<file path="src/rtl/assoc_cache_pkg.sv">
package assoc_cache_pkg;
  typedef enum logic [1:0] {
    MODE_IDLE   = 2'd0,
    MODE_WRITE  = 2'd1,
    MODE_LOOKUP = 2'd2
  } cache_mode_e;
endpackage

</file>
<file path="src/rtl/cache_mode_decode.sv">
module cache_mode_decode
  import assoc_cache_pkg::*;
(
  input  logic        wr_sel_i,
  input  logic        addr_ld_i,
  input  logic        line_ctl_i,
  output cache_mode_e mode_o
);
  always_comb begin
    unique case ({wr_sel_i, addr_ld_i, line_ctl_i})
      3'b100:  mode_o = MODE_WRITE;
      3'b011:  mode_o = MODE_LOOKUP;
      default: mode_o = MODE_IDLE;
    endcase
  end
endmodule

</file>
<file path="src/rtl/cache_line_store.sv">
module cache_line_store #(
  parameter int LINES  = 4,
  parameter int TAG_W  = 2,
  parameter int DATA_W = 2,
  localparam int IDX_W = $clog2(LINES)
) (
  input  logic                           clk_i,
  input  logic                           rst_ni,
  input  logic                           we_i,
  input  logic [IDX_W-1:0]               sel_i,
  input  logic                           valid_i,
  input  logic [TAG_W-1:0]               tag_i,
  input  logic [DATA_W-1:0]              data_i,
  output logic [LINES-1:0]               valid_o,
  output logic [LINES-1:0][TAG_W-1:0]    tag_o,
  output logic [LINES-1:0][DATA_W-1:0]   data_o
);
  logic [LINES-1:0]             valid_q;
  logic [LINES-1:0][TAG_W-1:0]  tag_q;
  logic [LINES-1:0][DATA_W-1:0] data_q;
  logic [LINES-1:0]             line_we;

  for (genvar g = 0; g < LINES; g++) begin : g_line
    assign line_we[g] = we_i && (sel_i == IDX_W'(g));

    always_ff @(posedge clk_i or negedge rst_ni) begin
      if (!rst_ni) begin
        valid_q[g] <= 1'b0;
        tag_q[g]   <= '0;
        data_q[g]  <= '0;
      end else if (line_we[g]) begin
        valid_q[g] <= valid_i;
        tag_q[g]   <= tag_i;
        data_q[g]  <= data_i;
      end
    end
  end

  assign valid_o = valid_q;
  assign tag_o   = tag_q;
  assign data_o  = data_q;

  // without a write enable nothing stored may move
  assert_no_write_when_idle_R8: assert property (@(posedge clk_i) disable iff (!rst_ni)
    !we_i |=> ($stable(valid_q) && $stable(tag_q) && $stable(data_q)));

  // selected line receives the supplied fields
  assert_write_lands_R2: assert property (@(posedge clk_i) disable iff (!rst_ni)
    we_i |=> (valid_q[$past(sel_i)] == $past(valid_i) &&
              tag_q[$past(sel_i)]   == $past(tag_i) &&
              data_q[$past(sel_i)]  == $past(data_i)));

  // at most one line written per cycle
  assert_single_line_write_R2: assert property (@(posedge clk_i) disable iff (!rst_ni)
    $onehot0(line_we));
endmodule

</file>
<file path="src/rtl/cache_tag_match.sv">
module cache_tag_match #(
  parameter int LINES  = 4,
  parameter int TAG_W  = 2,
  parameter int DATA_W = 2
) (
  input  logic                         clk_i,
  input  logic                         rst_ni,
  input  logic                         en_i,
  input  logic [TAG_W-1:0]             key_i,
  input  logic [LINES-1:0]             valid_i,
  input  logic [LINES-1:0][TAG_W-1:0]  tag_i,
  input  logic [LINES-1:0][DATA_W-1:0] data_i,
  output logic                         hit_o,
  output logic [DATA_W-1:0]            data_o
);
  logic [LINES-1:0] match;

  for (genvar g = 0; g < LINES; g++) begin : g_cmp
    assign match[g] = valid_i[g] && (tag_i[g] == key_i);
  end

  // lowest-index match wins: scan downward so the last assignment is the lowest
  always_comb begin
    hit_o  = 1'b0;
    data_o = '0;
    if (en_i) begin
      for (int i = LINES - 1; i >= 0; i--) begin
        if (match[i]) begin
          hit_o  = 1'b1;
          data_o = data_i[i];
        end
      end
    end
  end

  // a hit needs at least one valid line
  assert_hit_needs_valid_R4: assert property (@(posedge clk_i) disable iff (!rst_ni)
    hit_o |-> (valid_i != '0));

  // miss yields zero data
  assert_miss_zero_data_R5: assert property (@(posedge clk_i) disable iff (!rst_ni)
    !hit_o |-> (data_o == '0));

  // outside lookup, no hit
  assert_idle_no_hit_R8: assert property (@(posedge clk_i) disable iff (!rst_ni)
    !en_i |-> !hit_o);

  // lowest line wins when line 0 matches
  assert_line0_priority_R7: assert property (@(posedge clk_i) disable iff (!rst_ni)
    (en_i && match[0]) |-> (hit_o && data_o == data_i[0]));
endmodule

</file>
<file path="src/rtl/assoc_tag_cache.sv">
module assoc_tag_cache
  import assoc_cache_pkg::*;
#(
  parameter int LINES  = 4,
  parameter int TAG_W  = 2,
  parameter int DATA_W = 2,
  localparam int IDX_W = $clog2(LINES)
) (
  input  logic              clk_i,
  input  logic              rst_ni,
  input  logic              wr_sel_i,
  input  logic              addr_ld_i,
  input  logic              line_ctl_i,
  input  logic [TAG_W-1:0]  addr_i,
  input  logic [IDX_W-1:0]  line_sel_i,
  input  logic              valid_i,
  input  logic [TAG_W-1:0]  tag_i,
  input  logic [DATA_W-1:0] data_i,
  output logic              hit_o,
  output logic [DATA_W-1:0] data_o
);
  cache_mode_e                  mode;
  logic [TAG_W-1:0]             addr_q;
  logic [LINES-1:0]             st_valid;
  logic [LINES-1:0][TAG_W-1:0]  st_tag;
  logic [LINES-1:0][DATA_W-1:0] st_data;

  cache_mode_decode u_mode (
    .wr_sel_i   (wr_sel_i),
    .addr_ld_i  (addr_ld_i),
    .line_ctl_i (line_ctl_i),
    .mode_o     (mode)
  );

  always_ff @(posedge clk_i or negedge rst_ni) begin
    if (!rst_ni)        addr_q <= '0;
    else if (addr_ld_i) addr_q <= addr_i;
  end

  cache_line_store #(.LINES(LINES), .TAG_W(TAG_W), .DATA_W(DATA_W)) u_store (
    .clk_i   (clk_i),
    .rst_ni  (rst_ni),
    .we_i    (mode == MODE_WRITE),
    .sel_i   (line_sel_i),
    .valid_i (valid_i),
    .tag_i   (tag_i),
    .data_i  (data_i),
    .valid_o (st_valid),
    .tag_o   (st_tag),
    .data_o  (st_data)
  );

  cache_tag_match #(.LINES(LINES), .TAG_W(TAG_W), .DATA_W(DATA_W)) u_match (
    .clk_i   (clk_i),
    .rst_ni  (rst_ni),
    .en_i    (mode == MODE_LOOKUP),
    .key_i   (addr_q),
    .valid_i (st_valid),
    .tag_i   (st_tag),
    .data_i  (st_data),
    .hit_o   (hit_o),
    .data_o  (data_o)
  );

  // register holds when not loading
  assert_addr_hold_R6: assert property (@(posedge clk_i) disable iff (!rst_ni)
    !addr_ld_i |=> $stable(addr_q));

  // register follows the pins when loading
  assert_addr_load_R6: assert property (@(posedge clk_i) disable iff (!rst_ni)
    addr_ld_i |=> (addr_q == $past(addr_i)));

  // a lookup never alters storage
  assert_lookup_no_write_R9: assert property (@(posedge clk_i) disable iff (!rst_ni)
    (mode == MODE_LOOKUP) |=> ($stable(st_valid) && $stable(st_tag) && $stable(st_data)));
endmodule

</file>
<file path="config.mk">
export PLATFORM = sky130hd
export DESIGN_NAME = assoc_tag_cache
export DESIGN_NICKNAME = d
export VERILOG_FILES = /design/src/rtl/assoc_cache_pkg.sv /design/src/rtl/cache_mode_decode.sv /design/src/rtl/cache_line_store.sv /design/src/rtl/cache_tag_match.sv /design/src/rtl/assoc_tag_cache.sv
export SDC_FILE = /design/constraint.sdc
export NUM_CORES = 1
export LEC_CHECK = 0
export BUFFER_PORTS_ARGS = -buffer_cell sky130_fd_sc_hd__buf_4
export CAP_MARGIN = 20
export CORE_MARGIN = 5
export CORE_UTILIZATION = 61
export CTS_BUF_LIST = sky130_fd_sc_hd__clkbuf_4 sky130_fd_sc_hd__clkbuf_8
export DETAILED_ROUTE_END_ITERATION = 12
export PLACE_DENSITY = 0.85
export SYNTH_ARGS = -nofsm -noshare
export SYNTH_HDL_FRONTEND = slang
export SYNTH_SLANG_ARGS = --single-unit
</file>
<file path="constraint.sdc">
create_clock -name clk_i -period 4.2 [get_ports clk_i]
set_clock_uncertainty 0.15 [all_clocks]
set_input_delay 0.21 -clock clk_i [delete_from_list [all_inputs] [get_ports clk_i]]
set_output_delay 0.21 -clock clk_i [all_outputs]
set_load 0.05 [all_outputs]
</file>
After elaboration in Yosys (flattened, before gate mapping)
Index checks and enable logic that the tools add are counted.
{"block": "word_totals", "regBits": 22, "latch_bits": 0, "ram_bits": 0, "mem_bits_ro": 0, "out_inout_bits": 3, "mem_count": 0}
{"block": "op_classes", "n_addsub": 0, "multipliers": 0, "div_mod_pow": 0, "order_cmp": 0, "eq_ne": 11, "shift": 0, "n_mux": 11, "bitwise": 0, "n_reduce_logical": 9}
{"operator": "$mux 2", "n": 5}
{"operator": "$eq 2x2->1", "n": 4}
{"operator": "$logic_and 1x1->1", "n": 8}
{"operator": "$eq 2x2->1 const B", "n": 3}
{"operator": "$mux 1", "n": 5}
{"operator": "$eq 2x1->1 const B", "n": 2}
{"operator": "$pmux 2 s2", "n": 1}
{"operator": "$eq 3x2->1 const B", "n": 1}
{"operator": "$eq 3x3->1 const B", "n": 1}
{"operator": "$logic_not 2->1", "n": 1}

Longest topological paths before layout
{"block": "logic_depth", "word_depth": 7, "depth_mapped": 5, "ltp_nobuf": 4}

Modules after synthesis
From an unflattened synthesis, not the netlist that was laid out.
{"block": "hier_totals", "hier_cells": 84, "hier_area_um2": 1073.5}
{"mod": "cache_line_store", "instances": 1, "cells_each": 44, "area_each_um2": 764.5}
{"mod": "cache_tag_match", "instances": 1, "cells_each": 32, "area_each_um2": 202.7}
{"mod": "assoc_tag_cache", "instances": 1, "cells_each": 6, "area_each_um2": 85.1}
{"mod": "cache_mode_decode", "instances": 1, "cells_each": 2, "area_each_um2": 21.3}

Worst setup path after synthesis
No wires, ideal clock.
{"block": "synth_timing", "path_kind": "register -> output", "start": "register addr_q[1]", "end": "output port data_o[0]", "arrival_time_ps": 1810, "slack_ps": 2030, "stages_incl_launch_ff": 6, "cell_sequence": "dfrtp_1 -> buf_4 -> xnor2_1 -> and3_4 -> o211a_1 -> o22ai_1"}
{"block": "synth_between", "elab_chain_len": 7, "word_cells_on_any_way": 13, "cone_classes": "eq/ne: 4; mux: 5; reduce/logical: 4"}
{"element": "start, declared", "line_no": "assoc_tag_cache.sv:23", "rtl": "logic [TAG_W-1:0] addr_q;"}
{"element": "start signal, assigned", "line_no": "assoc_tag_cache.sv:37", "rtl": "else if (addr_ld_i) addr_q <= addr_i;"}
{"element": "$eq 2x2->1", "line_no": "cache_tag_match.sv:19", "rtl": "assign match[g] = valid_i[g] && (tag_i[g] == key_i);"}
{"element": "$logic_and 1x1->1", "line_no": "cache_tag_match.sv:19"}
{"element": "$mux 2 (3 in series)", "line_no": "cache_tag_match.sv:28", "rtl": "if (match[i]) begin"}
{"element": "$mux 2 *", "line_no": "cache_tag_match.sv:28"}
{"element": "$mux 2 *", "line_no": "cache_tag_match.sv:26", "rtl": "if (en_i) begin"}
{"element": "end, declared", "line_no": "assoc_tag_cache.sv:20", "rtl": "output logic [DATA_W-1:0] data_o"}
Mark *: on every way between the ends. The rest lies on a longest branch, timed or not.

Worst setup path after layout
{"block": "layout_timing", "start": "register addr_q[0]", "end": "output port data_o[0]"}
Same word-level chain as after synthesis.

==> impl_metrics.py <==
metrics = {
    "synthesis": {
        "synth_top_family_by_area": "multiplexers",
        "synth_cells": 80,
        "synthSimpleGateAreaFrac_pct": 10.8,
        "synth-xor-area-share_pct": 6.60,
        "yosys.area_share.adder_pct": 0,
        "synthTopCellsByArea": "dfrtp_1 52%, mux2_2 23%, xnor2_1 6.6%",
        "synth_mux_area_share_pct": 23.3,
        "ys_types": 18,
        "synth_top_area_share_pct": 51.8,
        "ys_seq_area_share_pct": 51.8,
        "synth_nets": 94,
        "synth-main-ff-cell": "dfrtp_1",
        "avgSynthCellArea_um2": 13.3,
        "synth_compound_area_share_pct": 5.65,
        "ys_async_sr_fraction_pct": 100,
        "synth_largest_area_cell": "dfrtp_1",
        "synth_edf_count": 0,
        "yosys_warnings": 0,
        "syn_area_mm2": 0.00106,
        "ys_seq_elements": 22,
    },
    "power_and_ir_drop": {
        "power_density_mw_per_mm2": 445,
        "p_leak_uw": 0.000557,
        "vdd.ir_drop.worst_mv": 0.337,
    },
    "cts": {
        "hold_buffers": 7,
        "cts-resized-gates": 0,
        "path_clk_slew_ns": 0.12,
        "clock_sinks": 22,
        "clock_path_buffers": 2,
        "cts_setup_buffers": 0,
        "tritoncts": "built",
        "cts_made_buffers": 3,
        "clock_latency_ns": 0.30,
        "htree_levels": 1,
        "clockRootBuffer": "clkbuf_4",
    },
    "placed_design": {
        "hpwl_mm": 1.49,
        "pre_cts_ws_ns": 2.40,
        "placed_area_mm2": 0.00119,
        "gp_congestion": 0.878,
        "dp_cells": 111,
        "portBuffers": 16,
    },
    "floorplanning": {
        "die_y_um": 51.7,
        "rows": 15,
        "ios": 17,
        "start_util_pct": 62.9,
        "design.core.area_mm2": 0.00169,
        "dieArea_mm2": 0.00268,
        "fp.dieW_um": 51.7,
    },
    "timing": {
        "rsz0062_at_grt": "no",
        "fin_crit_sh_pct": 51.7,
        "maxSlewHeadroom_pct": 75.3,
        "post-route-min-period_ns": 2.17,
        "setup_viol": 0,
        "setup-tns-final_ns": 0,
        "clock.fmax_mhz": 460,
        "hold_violations": 0,
        "layout_setup_ws_ns": 2.03,
        "worst_slew_pin_slew_ns": 0.370,
        "slew_viol_final": 0,
    },
    "route": {
        "vias": 737,
        "antenna_left": 0,
        "drc": 0,
        "wl_mm": 2.02,
        "first_iter_violations": 10,
        "firstDrtPassIters": 5,
        "avgViaCountPerCell": 6.04,
        "wl_per_cell_um": 16.6,
    },
    "run_status": {
        "outcome": "completed",
    },
    "cells_and_area": {
        "fin_area_mm2": 0.00131,
        "fillCellCount": 115,
        "drive_gt1_share_pct": 43.8,
        "stdcell_count": 122,
        "final_cell_mix": "22 x mux2_2, 22 x dfrtp_1, 16 x buf_4",
        "antenna_cells": 0,
        "synthToLayoutAreaGrowth_pct": 23.4,
        "nets": 120,
    },
    "global_route": {
        "grtUsageTotal_pct": 17.9,
        "grt_max_degree": 23,
        "grt_pass1_wl_mm": 3.42,
        "first_global_vias": 745,
        "grt_overflow": 0,
        "antenna_found_initial": 0,
    },
    "critical_path": {
        "required_ns": 3.84,
        "critPathArrivalTime_ns": 1.81,
        "critPathKind": "reg2out",
        "cp-start-kind": "register",
        "end_kind": "output pin",
        "cp_max_fo": 5,
    },
    "hold_path": {
        "min_path_type": "in2reg",
    },
    "job": {
        "maxCapViolCount": 0,
    },
}
==> path summary, 6_finish.rpt <==
check | startpoint | endpoint | slack, ns | depth (start not counted)
max in group asynchronous | rst_ni | addr_q[1]$_DFFE_PN0P_ | 3.52 | 2
hold / removal | valid_i | u_store.valid_o[1]$_DFFE_PN0P_ | 0.02 | 2
setup reg to reg | addr_q[1]$_DFFE_PN0P_ | addr_q[1]$_DFFE_PN0P_ | 3.18 | 1
hold reg to reg | u_store.data_o[0]$_DFFE_PN0P_ | u_store.data_o[0]$_DFFE_PN0P_ | 0.38 | 1
min in group asynchronous | rst_ni | u_store.valid_o[0]$_DFFE_PN0P_ | 0.16 | 2
setup / recovery | addr_q[0]$_DFFE_PN0P_ | data_o[0] | 2.03 | 5
==> registers in the layout, indices dropped and copies added, names as in the netlist <==
| register | count |
|---|---|
| u_store.tag_o | 8 |
| u_store.data_o | 8 |
| u_store.valid_o | 4 |
| addr_q | 2 |
==> final cells by class <==
| class | count | area, um^2 | area share, % |
|---|---|---|---|
| inverters | 1 | 3.75 | 0.286 |
| clock inverters | 1 | 30.0 | 2.29 |
| repair buffers | 23 | 190 | 14.5 |
| flip-flops and latches | 22 | 551 | 42.0 |
| multi-input cells | 55 | 493 | 37.6 |
| well taps | 17 | 21.3 | 1.62 |
| clock buffers | 3 | 22.5 | 1.72 |
==> worst max-delay path, stage by stage (launching register included) <==
cell and delay (ns):
dfrtp_1 0.47, xnor2_1 0.30, nand4_1 0.13, o211a_1 0.22, o22ai_1 0.16, buf_4 0.22
==> routing by layer <==
metal / GRT usage (%) / vias up / share of wire, %
li1: - / 349 / -
met1: 22.3 / 353 / 41
met2: 28.6 / 29 / 49
met3: 6.30 / 6 / 7.9
met4: 6.55 / 0 / 1.7
met5: 0 / - / 0
==> cell families after synthesis <==
kind of cell / after synthesis
AO/OA/AOI/OAI: 8
XOR/XNOR: 8
buffers and inverters: 3
flip-flops: 22
multiplexers: 22
AND/OR/NAND/NOR: 17
==> stage by stage <==
stage               hold WS [ns]  total power [uW]  utilization [%]
global route             0.00462               618             77.6
floorplan                 -0.236               385                -
detailed placement       -0.0385               424             70.4
CTS                      0.00491               589             77.6
global placement         -0.0437               418             70.4
finish                    0.0178               584             77.6
==> cells in the mapped netlist, drive strengths merged (2+ instances only) <==
cell type	instances
o22ai	2
a31oi	2
o211a	2
nand4	4
mux2	22
buf	2
xnor2	8
nor3b	2
dfrtp	22
nand3	3
nor2	2
nand2	4
o211ai	2
==> where the power goes <==
group	leakage, uW	switching [uW]	total, uW	internal (uW)
sequential	0.000269	34.3	293	258
clock	0.0000279	62.1	159	96.5
combinational	0.000260	55.1	133	77.8
(Power assumes the default switching activity.)
